===== config.mk =====
export PLATFORM = sky130hd
export DESIGN_NAME = evt_run_monitor
export DESIGN_NICKNAME = d
export VERILOG_FILES = /design/src/rtl/evt_run_pkg.sv /design/src/rtl/evt_upset_chk.sv /design/src/rtl/evt_run_lane.sv /design/src/rtl/evt_run_monitor.sv
export SDC_FILE = /design/constraint.sdc
export NUM_CORES = 1
export LEC_CHECK = 0
export BUFFER_PORTS_ARGS = -buffer_cell sky130_fd_sc_hd__buf_4
export CAP_MARGIN = 20
export CELL_PAD_IN_SITES_DETAIL_PLACEMENT = 1
export CELL_PAD_IN_SITES_GLOBAL_PLACEMENT = 1
export CORE_MARGIN = 2
export CORE_UTILIZATION = 46
export DETAILED_ROUTE_END_ITERATION = 8
export HOLD_SLACK_MARGIN = 0.08
export PLACE_DENSITY = 0.85
export SETUP_SLACK_MARGIN = 0.05
export SYNTH_ARGS = -nofsm -noshare
export SYNTH_HDL_FRONTEND = slang
export SYNTH_SLANG_ARGS = --single-unit
export TNS_END_PERCENT = 100

===== constraint.sdc =====
create_clock -name clk -period 3.6 [get_ports clk]
set_input_delay 0.72 -clock clk [delete_from_list [all_inputs] [get_ports clk]]
set_output_delay 0.72 -clock clk [all_outputs]
set_load 0.01 [all_outputs]

===== src/rtl/evt_run_pkg.sv =====
package evt_run_pkg;

    localparam int unsigned DEF_N_EVT = 4;
    localparam int unsigned DEF_CNT_W = 8;

    // Classification of the worst fault seen in a lane during one cycle
    typedef enum logic [1:0] {
        FLT_NONE = 2'd0,
        FLT_STEP = 2'd1,
        FLT_COPY = 2'd2
    } fault_e;

    // Flags a lane hands to the top level
    typedef struct packed {
        logic irq;
        logic err;
    } lane_flags_t;

endpackage


===== src/rtl/evt_upset_chk.sv =====
module evt_upset_chk
    import evt_run_pkg::*;
#(
    parameter int unsigned CNT_W = DEF_CNT_W
) (
    input  logic             clk,
    input  logic             rst,
    input  logic [CNT_W-1:0] run_q,
    input  logic [CNT_W-1:0] wm_a,
    input  logic [CNT_W-1:0] wm_b,
    output logic             err_o
);
    logic [CNT_W-1:0] run_seen_q;
    logic [CNT_W:0]   run_next_ok;
    logic             step_ok;
    fault_e           fault;
    logic             err_q;

    assign run_next_ok = {1'b0, run_seen_q} + {{CNT_W{1'b0}}, 1'b1};
    assign step_ok = (run_q == run_seen_q) || ({1'b0, run_q} == run_next_ok) ||
                     (run_q == '0);

    always_comb begin
        if (wm_a != wm_b)  fault = FLT_COPY;
        else if (!step_ok) fault = FLT_STEP;
        else               fault = FLT_NONE;
    end

    always_ff @(posedge clk) begin
        if (rst) begin
            run_seen_q <= '0;
            err_q      <= 1'b0;
        end else begin
            run_seen_q <= run_q;
            err_q      <= err_q | (fault != FLT_NONE);
        end
    end

    assign err_o = err_q;

    AST_ERR_STICKY: assert property (@(posedge clk) disable iff (rst)
        err_q |=> err_q);

endmodule


===== src/rtl/evt_run_lane.sv =====
module evt_run_lane
    import evt_run_pkg::*;
#(
    parameter int unsigned CNT_W = DEF_CNT_W
) (
    input  logic             clk,
    input  logic             rst,
    input  logic             enable,
    input  logic             evt,
    input  logic [CNT_W-1:0] thr,
    output logic [CNT_W-1:0] wm,
    output lane_flags_t      flags
);
    localparam logic [CNT_W-1:0] RUN_MAX = {CNT_W{1'b1}};

    logic [CNT_W-1:0] run_q;
    logic [CNT_W-1:0] run_d;
    logic [CNT_W-1:0] wm_a;
    logic [CNT_W-1:0] wm_b;
    logic             irq_q;
    logic             chk_err;

    always_comb begin
        if (!enable)               run_d = run_q;
        else if (!evt)             run_d = '0;
        else if (run_q == RUN_MAX) run_d = run_q;
        else                       run_d = run_q + 1'b1;
    end

    always_ff @(posedge clk) begin
        if (rst) begin
            run_q <= '0;
            wm_a  <= '0;
            wm_b  <= '0;
            irq_q <= 1'b0;
        end else if (enable) begin
            run_q <= run_d;
            if (run_d > wm_a) wm_a <= run_d;
            if (run_d > wm_b) wm_b <= run_d;
            irq_q <= irq_q | (run_d > thr);
        end
    end

    evt_upset_chk #(.CNT_W(CNT_W)) u_chk (
        .clk   (clk),
        .rst   (rst),
        .run_q (run_q),
        .wm_a  (wm_a),
        .wm_b  (wm_b),
        .err_o (chk_err)
    );

    assign wm        = wm_a;
    assign flags.irq = irq_q;
    assign flags.err = chk_err;

    AST_IRQ_STICKY: assert property (@(posedge clk) disable iff (rst)
        irq_q |=> irq_q);
    AST_WM_MONO: assert property (@(posedge clk) disable iff (rst)
        1'b1 |=> (wm_a >= $past(wm_a)));
    AST_FROZEN: assert property (@(posedge clk) disable iff (rst)
        !enable |=> ($stable(wm_a) && $stable(irq_q)));

endmodule


===== src/rtl/evt_run_monitor.sv =====
module evt_run_monitor
    import evt_run_pkg::*;
#(
    parameter int unsigned N_EVT = DEF_N_EVT,
    parameter int unsigned CNT_W = DEF_CNT_W
) (
    input  logic                   clk,
    input  logic                   rst,
    input  logic                   enable,
    input  logic [N_EVT-1:0]       evt_i,
    input  logic [N_EVT*CNT_W-1:0] thr_i,
    output logic [N_EVT-1:0]       irq_vec_o,
    output logic                   irq_o,
    output logic                   irq_prev_o,
    output logic [N_EVT*CNT_W-1:0] wm_o,
    output logic                   err_irq_o
);
    lane_flags_t [N_EVT-1:0] lane_flags;
    logic [N_EVT-1:0]        lane_err;
    logic                    irq_prev_q;

    for (genvar i = 0; i < N_EVT; i++) begin : g_lane
        evt_run_lane #(.CNT_W(CNT_W)) u_lane (
            .clk    (clk),
            .rst    (rst),
            .enable (enable),
            .evt    (evt_i[i]),
            .thr    (thr_i[i*CNT_W +: CNT_W]),
            .wm     (wm_o[i*CNT_W +: CNT_W]),
            .flags  (lane_flags[i])
        );
        assign irq_vec_o[i] = lane_flags[i].irq;
        assign lane_err[i]  = lane_flags[i].err;
    end

    assign irq_o     = |irq_vec_o;
    assign err_irq_o = |lane_err;

    always_ff @(posedge clk) begin
        if (rst)         irq_prev_q <= 1'b0;
        else if (enable) irq_prev_q <= irq_o;
    end

    assign irq_prev_o = irq_prev_q;

    AST_PREV_IRQ: assert property (@(posedge clk) disable iff (rst)
        enable |=> (irq_prev_o == $past(irq_o)));
    AST_PREV_HOLD: assert property (@(posedge clk) disable iff (rst)
        !enable |=> $stable(irq_prev_o));

endmodule


==> results of run 1 <==
per-stage QoR:
stage / power [mW] / utilization
global placement: 2.41 / 0.516
CTS: 4.31 / 0.547
finish: 4.30 / 0.550
global route: 4.49 / 0.550
detailed placement: 2.45 / 0.516
floorplan: 2.18 / -
cells by family (layout without fill, tap and decap cells):
group	after synthesis	after routing
AO/OA/AOI/OAI	209	209
adder cells (fa/ha/maj)	108	108
flip-flops	137	137
XOR/XNOR	84	84
buffers and inverters	156	243
multiplexers	60	60
AND/OR/NAND/NOR	343	343
report_power, final:
group          switching (mW)  internal, mW
clock                   0.670          1.19
combinational           0.422         0.374
sequential             0.0679          1.58
worst min-delay path: stages (launching register included):
cell     delay, ps
dfxtp_1        320
nor2_1          90
nor3_1          50
worst max-delay path by stage:
| stage | endpoint | cells after the start | startpoint |
|---|---|---|---|
| floorplan | g_lane[3].u_lane.wm_b[5] | 11 | enable |
| global placement | g_lane[3].u_lane.wm[6] | 12 | enable |
| finish | g_lane[3].u_lane.wm_b[2] | 13 | g_lane[3].u_lane.run_q[0] |
| detailed placement | g_lane[3].u_lane.wm[1] | 12 | enable |
| CTS | g_lane[0].u_lane.wm[7] | 12 | g_lane[0].u_lane.run_q[0] |
| global route | g_lane[3].u_lane.wm_b[2] | 13 | g_lane[3].u_lane.run_q[0] |
cells in the final DEF, fill, tap and decap left out, types with 22 or more instances in the layout:
cell type    n
inv_1      103
mux2i_1     57
nand2_1     34
nand3_1     26
o21ai_0     50
a21oi_1     63
dfxtp_1    137
xnor2_1     62
buf_4      104
nand4_1     31
nor2b_1     48
nor2_1     118
ha_1       108
xor2_1      22
routing by layer:
metal / share of wire / wire [um] / up-vias / track usage
li1: - / - / 3984 / -
met1: 0.43 / 11600 / 4047 / 0.302
met2: 0.52 / 14200 / 183 / 0.466
met3: 0.033 / 893 / 53 / 0.0378
met4: 0.020 / 535 / 0 / 0.0830
met5: 0 / 0 / - / 0
timing repair:
action                                  4_1_cts  5_1_grt
buffers inserted                              0        4
endpoints found under the setup margin        0       19
resized for setup                             0        3
layout make-up:
cell class	instances	share of cell area
multi-input combinational	804	0.545
clock inverter	9	0.0134
sequential	137	0.254
inverter	104	0.0361
timing repair buffer	107	0.0778
clock buffer	23	0.0433
tap	265	0.0307
registers in the layout, indices dropped and copies added, names as in the netlist:
name                            flops
g_lane.u_lane.wm                   32
g_lane.u_lane.u_chk.run_seen_q     32
g_lane.u_lane.wm_b                 32
g_lane.u_lane.u_chk.err_o           4
irq_prev_o                          1
g_lane.u_lane.irq_q                 4
g_lane.u_lane.run_q                32
==> impl_metrics.py, run 1 <==
metrics = {
    "setup_path": {
        "reg2reg_depth": 13,
        "reg2reg_to": "g_lane[3].u_lane.wm_b[2]",
        "end_kind": "register",
        "crit_buf_inv": 1,
        "crit_fanout": 6,
        "path_cells": "ha_1, and4_1, nand4_1, and3_1, o22ai_2, ha_1, and4_1, a21oi_1, o21ai_0, a21oi_4, buf_4, mux2i_1, nor2_1",
        "critPathTopFamily": "simple AND/OR/NAND/NOR gates",
        "reg2reg_from": "g_lane[3].u_lane.run_q[0]",
        "reg2reg_setup_slack_ps": 140,
        "cp.required_ps": 3910,
        "cp.arrival_ps": 3770,
        "crit_type": "reg -> reg",
        "critPathMaxStageDelay_ps": 410,
        "start_kind": "register",
        "cp_slowest_cell": "and4_1",
    },
    "synth": {
        "synth.top_cell.area_share": 0.295,
        "yosysSeqAreaShare": 0.295,
        "synth_fa_ha_area_frac": 0.145,
        "synth_edf_count": 0,
        "synth_top_cell_by_area": "dfxtp_1",
        "syn_area_um2": 9290,
        "synth_mux_area_frac": 0.0651,
        "synth_cell_types": 58,
        "yosys_warnings": 0,
        "synth_top_family_by_area": "simple AND/OR/NAND/NOR gates",
        "synth_commonest_cells": "dfxtp_1, nor2_1, ha_1",
        "synthCells": 1097,
        "yosys.area_share.simple": 0.193,
        "synth_xor_area_frac": 0.0792,
        "synth_area_leaders": "dfxtp_1, ha_1, mux2i_1",
        "ys_dominant_reg_cell": "dfxtp_1",
        "ys_async_sr_fraction": 0,
        "synth_nets": 1244,
        "yosysMostFrequentCell": "dfxtp_1",
        "synth_compound_area_frac": 0.149,
        "ys_ff_latch": 137,
        "avgSynthCellArea_um2": 8.47,
    },
    "floorplanning": {
        "io_pins": 78,
        "die-area_um2": 21300,
        "die_h_um": 146,
        "num_rows": 51,
        "core_area_um2": 19700,
        "die_w_um": 146,
        "start_util": 0.473,
    },
    "clock_tree": {
        "cts.sinks": 137,
        "holdBufCountCts": 0,
        "cts_tree": "done",
        "root_buffer": "clkbuf_16",
        "clk_pin_slew_ps": 60,
        "htree_levels": 4,
        "numCtsBuffers": 17,
        "clkLatencyLatePin_ps": 430,
        "clockBufferDepth": 2,
    },
    "route": {
        "wirelength_mm": 27.2,
        "drt_pass1_iterations": 5,
        "vias": 8267,
        "drc": 0,
        "ant_nets": 0,
        "dr.first_iter.drc_count": 508,
        "post_drt_wl_per_cell_um": 18.7,
        "via_per_inst": 5.71,
    },
    "power_and_ir_drop": {
        "p_leak_nw": 4.66,
        "p_per_area_nw_per_um2": 398,
        "vdd_drop_max_mv": 0.330,
    },
    "sta": {
        "finalSetupViolCount": 0,
        "max_slew.worst_pin.slew_ps": 753,
        "finalClockSkew_ps": 9.10,
        "final_max_slew_viol_count": 0,
        "maxSlewHeadroom": 0.498,
        "setup_tns_ps": 0,
        "holdWs_ps": 505,
        "fin_ws_ps": 141,
        "fmax_mhz": 289,
        "hold_viol": 0,
        "post-route-period-util": 0.961,
        "post-route-min-period_ps": 3460,
        "rsz0062_at_grt": "false",
    },
    "min_path": {
        "holdPathStages": 2,
        "hold_class": "reg -> reg",
        "worstHoldStart": "irq_prev_o",
        "hold_end": "irq_prev_o",
    },
    "placement": {
        "place_inst": 1413,
        "pre_cts_slack_ps": 111,
        "gp_congestion": 0.860,
        "io_buffers": 77,
        "dp_hpwl_mm": 19.1,
        "post_dp_cell_area_um2": 10100,
    },
    "finish": {
        "design_area_um2": 10800,
        "seq_area_um2": 2740,
        "area_growth_pct": 16.3,
        "nNetsFinal": 1318,
        "final_layout_size_suffix_gt1_frac": 0.138,
        "fin_cells": 1449,
        "multi_input_area_um2": 5880,
        "diodes": 0,
        "n_fill_cell": 2400,
    },
    "job": {
        "max_cap_viol_count": 0,
    },
    "global_routing": {
        "gr-total-overflow": 0,
        "antenna_found_initial": 0,
        "grt_max_degree": 83,
        "grt_use_total": 0.254,
        "grt_pass1_wl_mm": 44.6,
        "grt_pass1_vias": 8903,
    },
    "outcome": {
        "outcome": "finished clean",
    },
}
Note: power is estimated with default switching activity, not from simulation.
==> run 2, diff against run 1 <==
- ABC_AREA: unset -> 1
- CORE_UTILIZATION: 46 -> 47
- PLACE_DENSITY: 0.85 -> 0.91
- clock period: 3.6 -> 4 ns (I/O delays scaled with it)
==> run 2 against run 1 <==
- routed wire length grew 20%
- die area grew 2.6%
- first-iteration DRC count grew 3.3%
- cell area grew 3.5%
- clock power shrank 2%
- combinational power grew to 3.7 times the previous value
- clock skew shrank 2.0 ps
- sequential share of layout area shrank 0.86 points
- maximum frequency shrank 0.66%
- critical path depth grew 4
- setup slack gained 380 ps
- critical endpoint is now g_lane[1].u_lane.wm_b[6]
- largest cell class unchanged
==> impl_metrics.py, run 2 <==
metrics = {
    "setup_path": {
        "cp.arrival_ps": 3850,
        "end_kind": "register",
        "crit_path_frequent_cell": "nand2_1",
        "critPathMaxStageDelay_ps": 500,
        "path_cells": "ha_1, nand2_1, inv_2, nand3_2, nor2_4, inv_1, o21ai_1, o21ai_1, ha_1, nand2_1, nor2_1, nand2_1, nand2_1, nand3_1, nand2_1, nand2_1, nor2_1",
        "start_kind": "register",
        "crit_type": "reg -> reg",
        "cp_slowest_cell": "nand3_1",
        "cp.required_ps": 4370,
        "crit_fanout": 16,
    },
    "floorplanning": {
        "core_area_um2": 20300,
        "die_w_um": 148,
        "die-area_um2": 21900,
        "die_h_um": 148,
        "start_util": 0.480,
        "num_rows": 52,
        "io_pins": 78,
    },
    "clock_tree": {
        "clkLatencyLatePin_ps": 440,
        "htree_levels": 4,
        "holdBufCountCts": 0,
        "clockBufferDepth": 2,
        "post_cts_resized": 0,
        "clk_pin_slew_ps": 60,
        "numCtsBuffers": 17,
        "cts_tree": "done",
        "cts.sinks": 137,
        "post-cts-setup-buffer-count": 0,
        "root_buffer": "clkbuf_16",
    },
    "route": {
        "vias": 10200,
        "drc": 0,
        "post_drt_wl_per_cell_um": 17.4,
        "dr.first_iter.drc_count": 525,
        "ant_nets": 0,
        "drt_pass1_iterations": 5,
        "via_per_inst": 5.45,
        "wirelength_mm": 32.5,
    },
    "finish": {
        "fin_cells": 1870,
        "layout_common_cells": "nand2_1, nor2_1, inv_1",
        "diodes": 0,
        "final_common_cell": "nand2_1",
        "final_layout_size_suffix_gt1_frac": 0.0981,
        "area_growth_pct": 14.8,
        "nNetsFinal": 1734,
    },
    "synth": {
        "yosysSeqAreaShare": 0.282,
        "avgSynthCellArea_um2": 6.40,
        "synth_area_leaders": "dfxtp_1, nand2_1, ha_1",
        "ys_dominant_reg_cell": "dfxtp_1",
        "synthCells": 1522,
        "yosys_warnings": 0,
        "synth.top_cell.area_share": 0.282,
        "synth_nets": 1669,
        "syn_area_um2": 9740,
        "yosysMostFrequentCell": "nand2_1",
        "synth_edf_count": 0,
        "ys_async_sr_fraction": 0,
        "synth_commonest_cells": "nand2_1, nor2_1, inv_1",
        "synth_cell_types": 36,
        "ys_ff_latch": 137,
        "synth_top_cell_by_area": "dfxtp_1",
    },
    "placement": {
        "place_inst": 1838,
        "dp_hpwl_mm": 23.4,
        "io_buffers": 77,
        "pre_cts_slack_ps": 545,
        "gp_congestion": 0.841,
    },
    "sta": {
        "fin_ws_ps": 518,
        "rsz0062_at_grt": "false",
        "final_max_slew_viol_count": 0,
        "maxSlewHeadroom": 0.420,
        "post-route-min-period_ps": 3480,
        "max_slew.worst_pin.slew_ps": 870,
        "fmax_mhz": 287,
        "hold_viol": 0,
        "setup_tns_ps": 0,
        "finalClockSkew_ps": 7.11,
        "finalSetupViolCount": 0,
        "post-route-period-util": 0.871,
    },
    "min_path": {
        "hold_class": "reg -> reg",
    },
    "global_routing": {
        "grt_pass1_vias": 10900,
        "grt_pass1_wl_mm": 53.6,
        "antenna_found_initial": 0,
        "grt_use_total": 0.304,
        "gr-total-overflow": 0,
        "grt_max_degree": 61,
    },
    "power_and_ir_drop": {
        "vdd_drop_max_mv": 0.376,
        "p_leak_nw": 5.88,
        "p_per_area_nw_per_um2": 597,
    },
    "job": {
        "max_cap_viol_count": 0,
    },
    "outcome": {
        "outcome": "finished clean",
    },
}
-- run 2: cell types whose count changed in the layout (fill, tap and decap cells not counted), sizes merged, moves of 12 or more --
cell    previous run  this run
nor2b             48         0
and3              13         0
xnor2             62        18
a21o              12         0
nand2             34       433
mux2i             57         0
buf              107        82
inv              104       215
a211oi            13         0
nand3             26        88
and4              17         0
nand4             31        14
nor2             118       262
-- run 2: area by class of cell --
type / instances / area, um2
clock inverter: 7 / 160
inverter: 215 / 807
tap: 270 / 338
sequential: 137 / 2740
timing repair buffer: 82 / 616
fill: 2812 / 9120
clock buffer: 25 / 505
multi-input combinational: 1134 / 6010
-- run 2: routing by layer --
layer | vias to the layer above | wire, um | global-route usage
met1 | 4909 | 13800 | 0.353
met4 | 0 | 1030 | 0.118
met5 | - | 0 | 0
met2 | 265 | 16400 | 0.556
met3 | 94 | 1320 | 0.0491
li1 | 4932 | - | -
-- run 2: worst max-delay path, delay by kind of cell (launching register included) --
kind / cells / cell delay [ps]
DFF: 1 / 480
adders and majority gates: 2 / 640
AOI/OAI and AO/OA: 2 / 420
buffers and inverters: 2 / 170
and+or+nand+nor: 11 / 1720
-- run 2: where the power goes --
group / switching (mW) / internal, mW / total (mW) / leakage (nW)
registers: 0.269 / 1.66 / 1.93 / 1.11
logic: 1.87 / 1.06 / 2.93 / 4.44
clock network: 0.636 / 1.19 / 1.82 / 0.327
total: 2.77 / 3.91 / 6.68 / 5.88
-- run 2: kinds of logic after synthesis --
| kind of cell | Yosys count | share of synthesized area |
|---|---|---|
| AND/OR/NAND/NOR | 834 | 0.354 |
| AO/OA/AOI/OAI | 156 | 0.0918 |
| buffers and inverters | 251 | 0.101 |
| flip-flops | 137 | 0.282 |
| XOR/XNOR | 36 | 0.0324 |
| adder cells (fa/ha/maj) | 108 | 0.139 |
-- run 2: through the flow --
step                      instance area [um2]   util  power, mW  hold slack [ps]
after global routing                    11200  0.551       7.15              513
after global placement                  10500  0.518       4.50              465
after CTS                               11200  0.551       6.66              483
final                                   11200  0.551       6.68              480
after floorplan                          9740      -       3.86              450
after detailed placement                10500  0.518       4.73              475
-- run 2: final timing paths --
path	cells past startpoint	to	start	slack, ps
hold reg to reg	2	g_lane[0].u_lane.irq_q	g_lane[0].u_lane.irq_q	480
setup / recovery	17	g_lane[1].u_lane.wm_b[6]	g_lane[1].u_lane.run_q[1]	520
hold / removal	2	g_lane[0].u_lane.irq_q	g_lane[0].u_lane.irq_q	480
setup reg to reg	17	g_lane[1].u_lane.wm_b[6]	g_lane[1].u_lane.run_q[1]	520
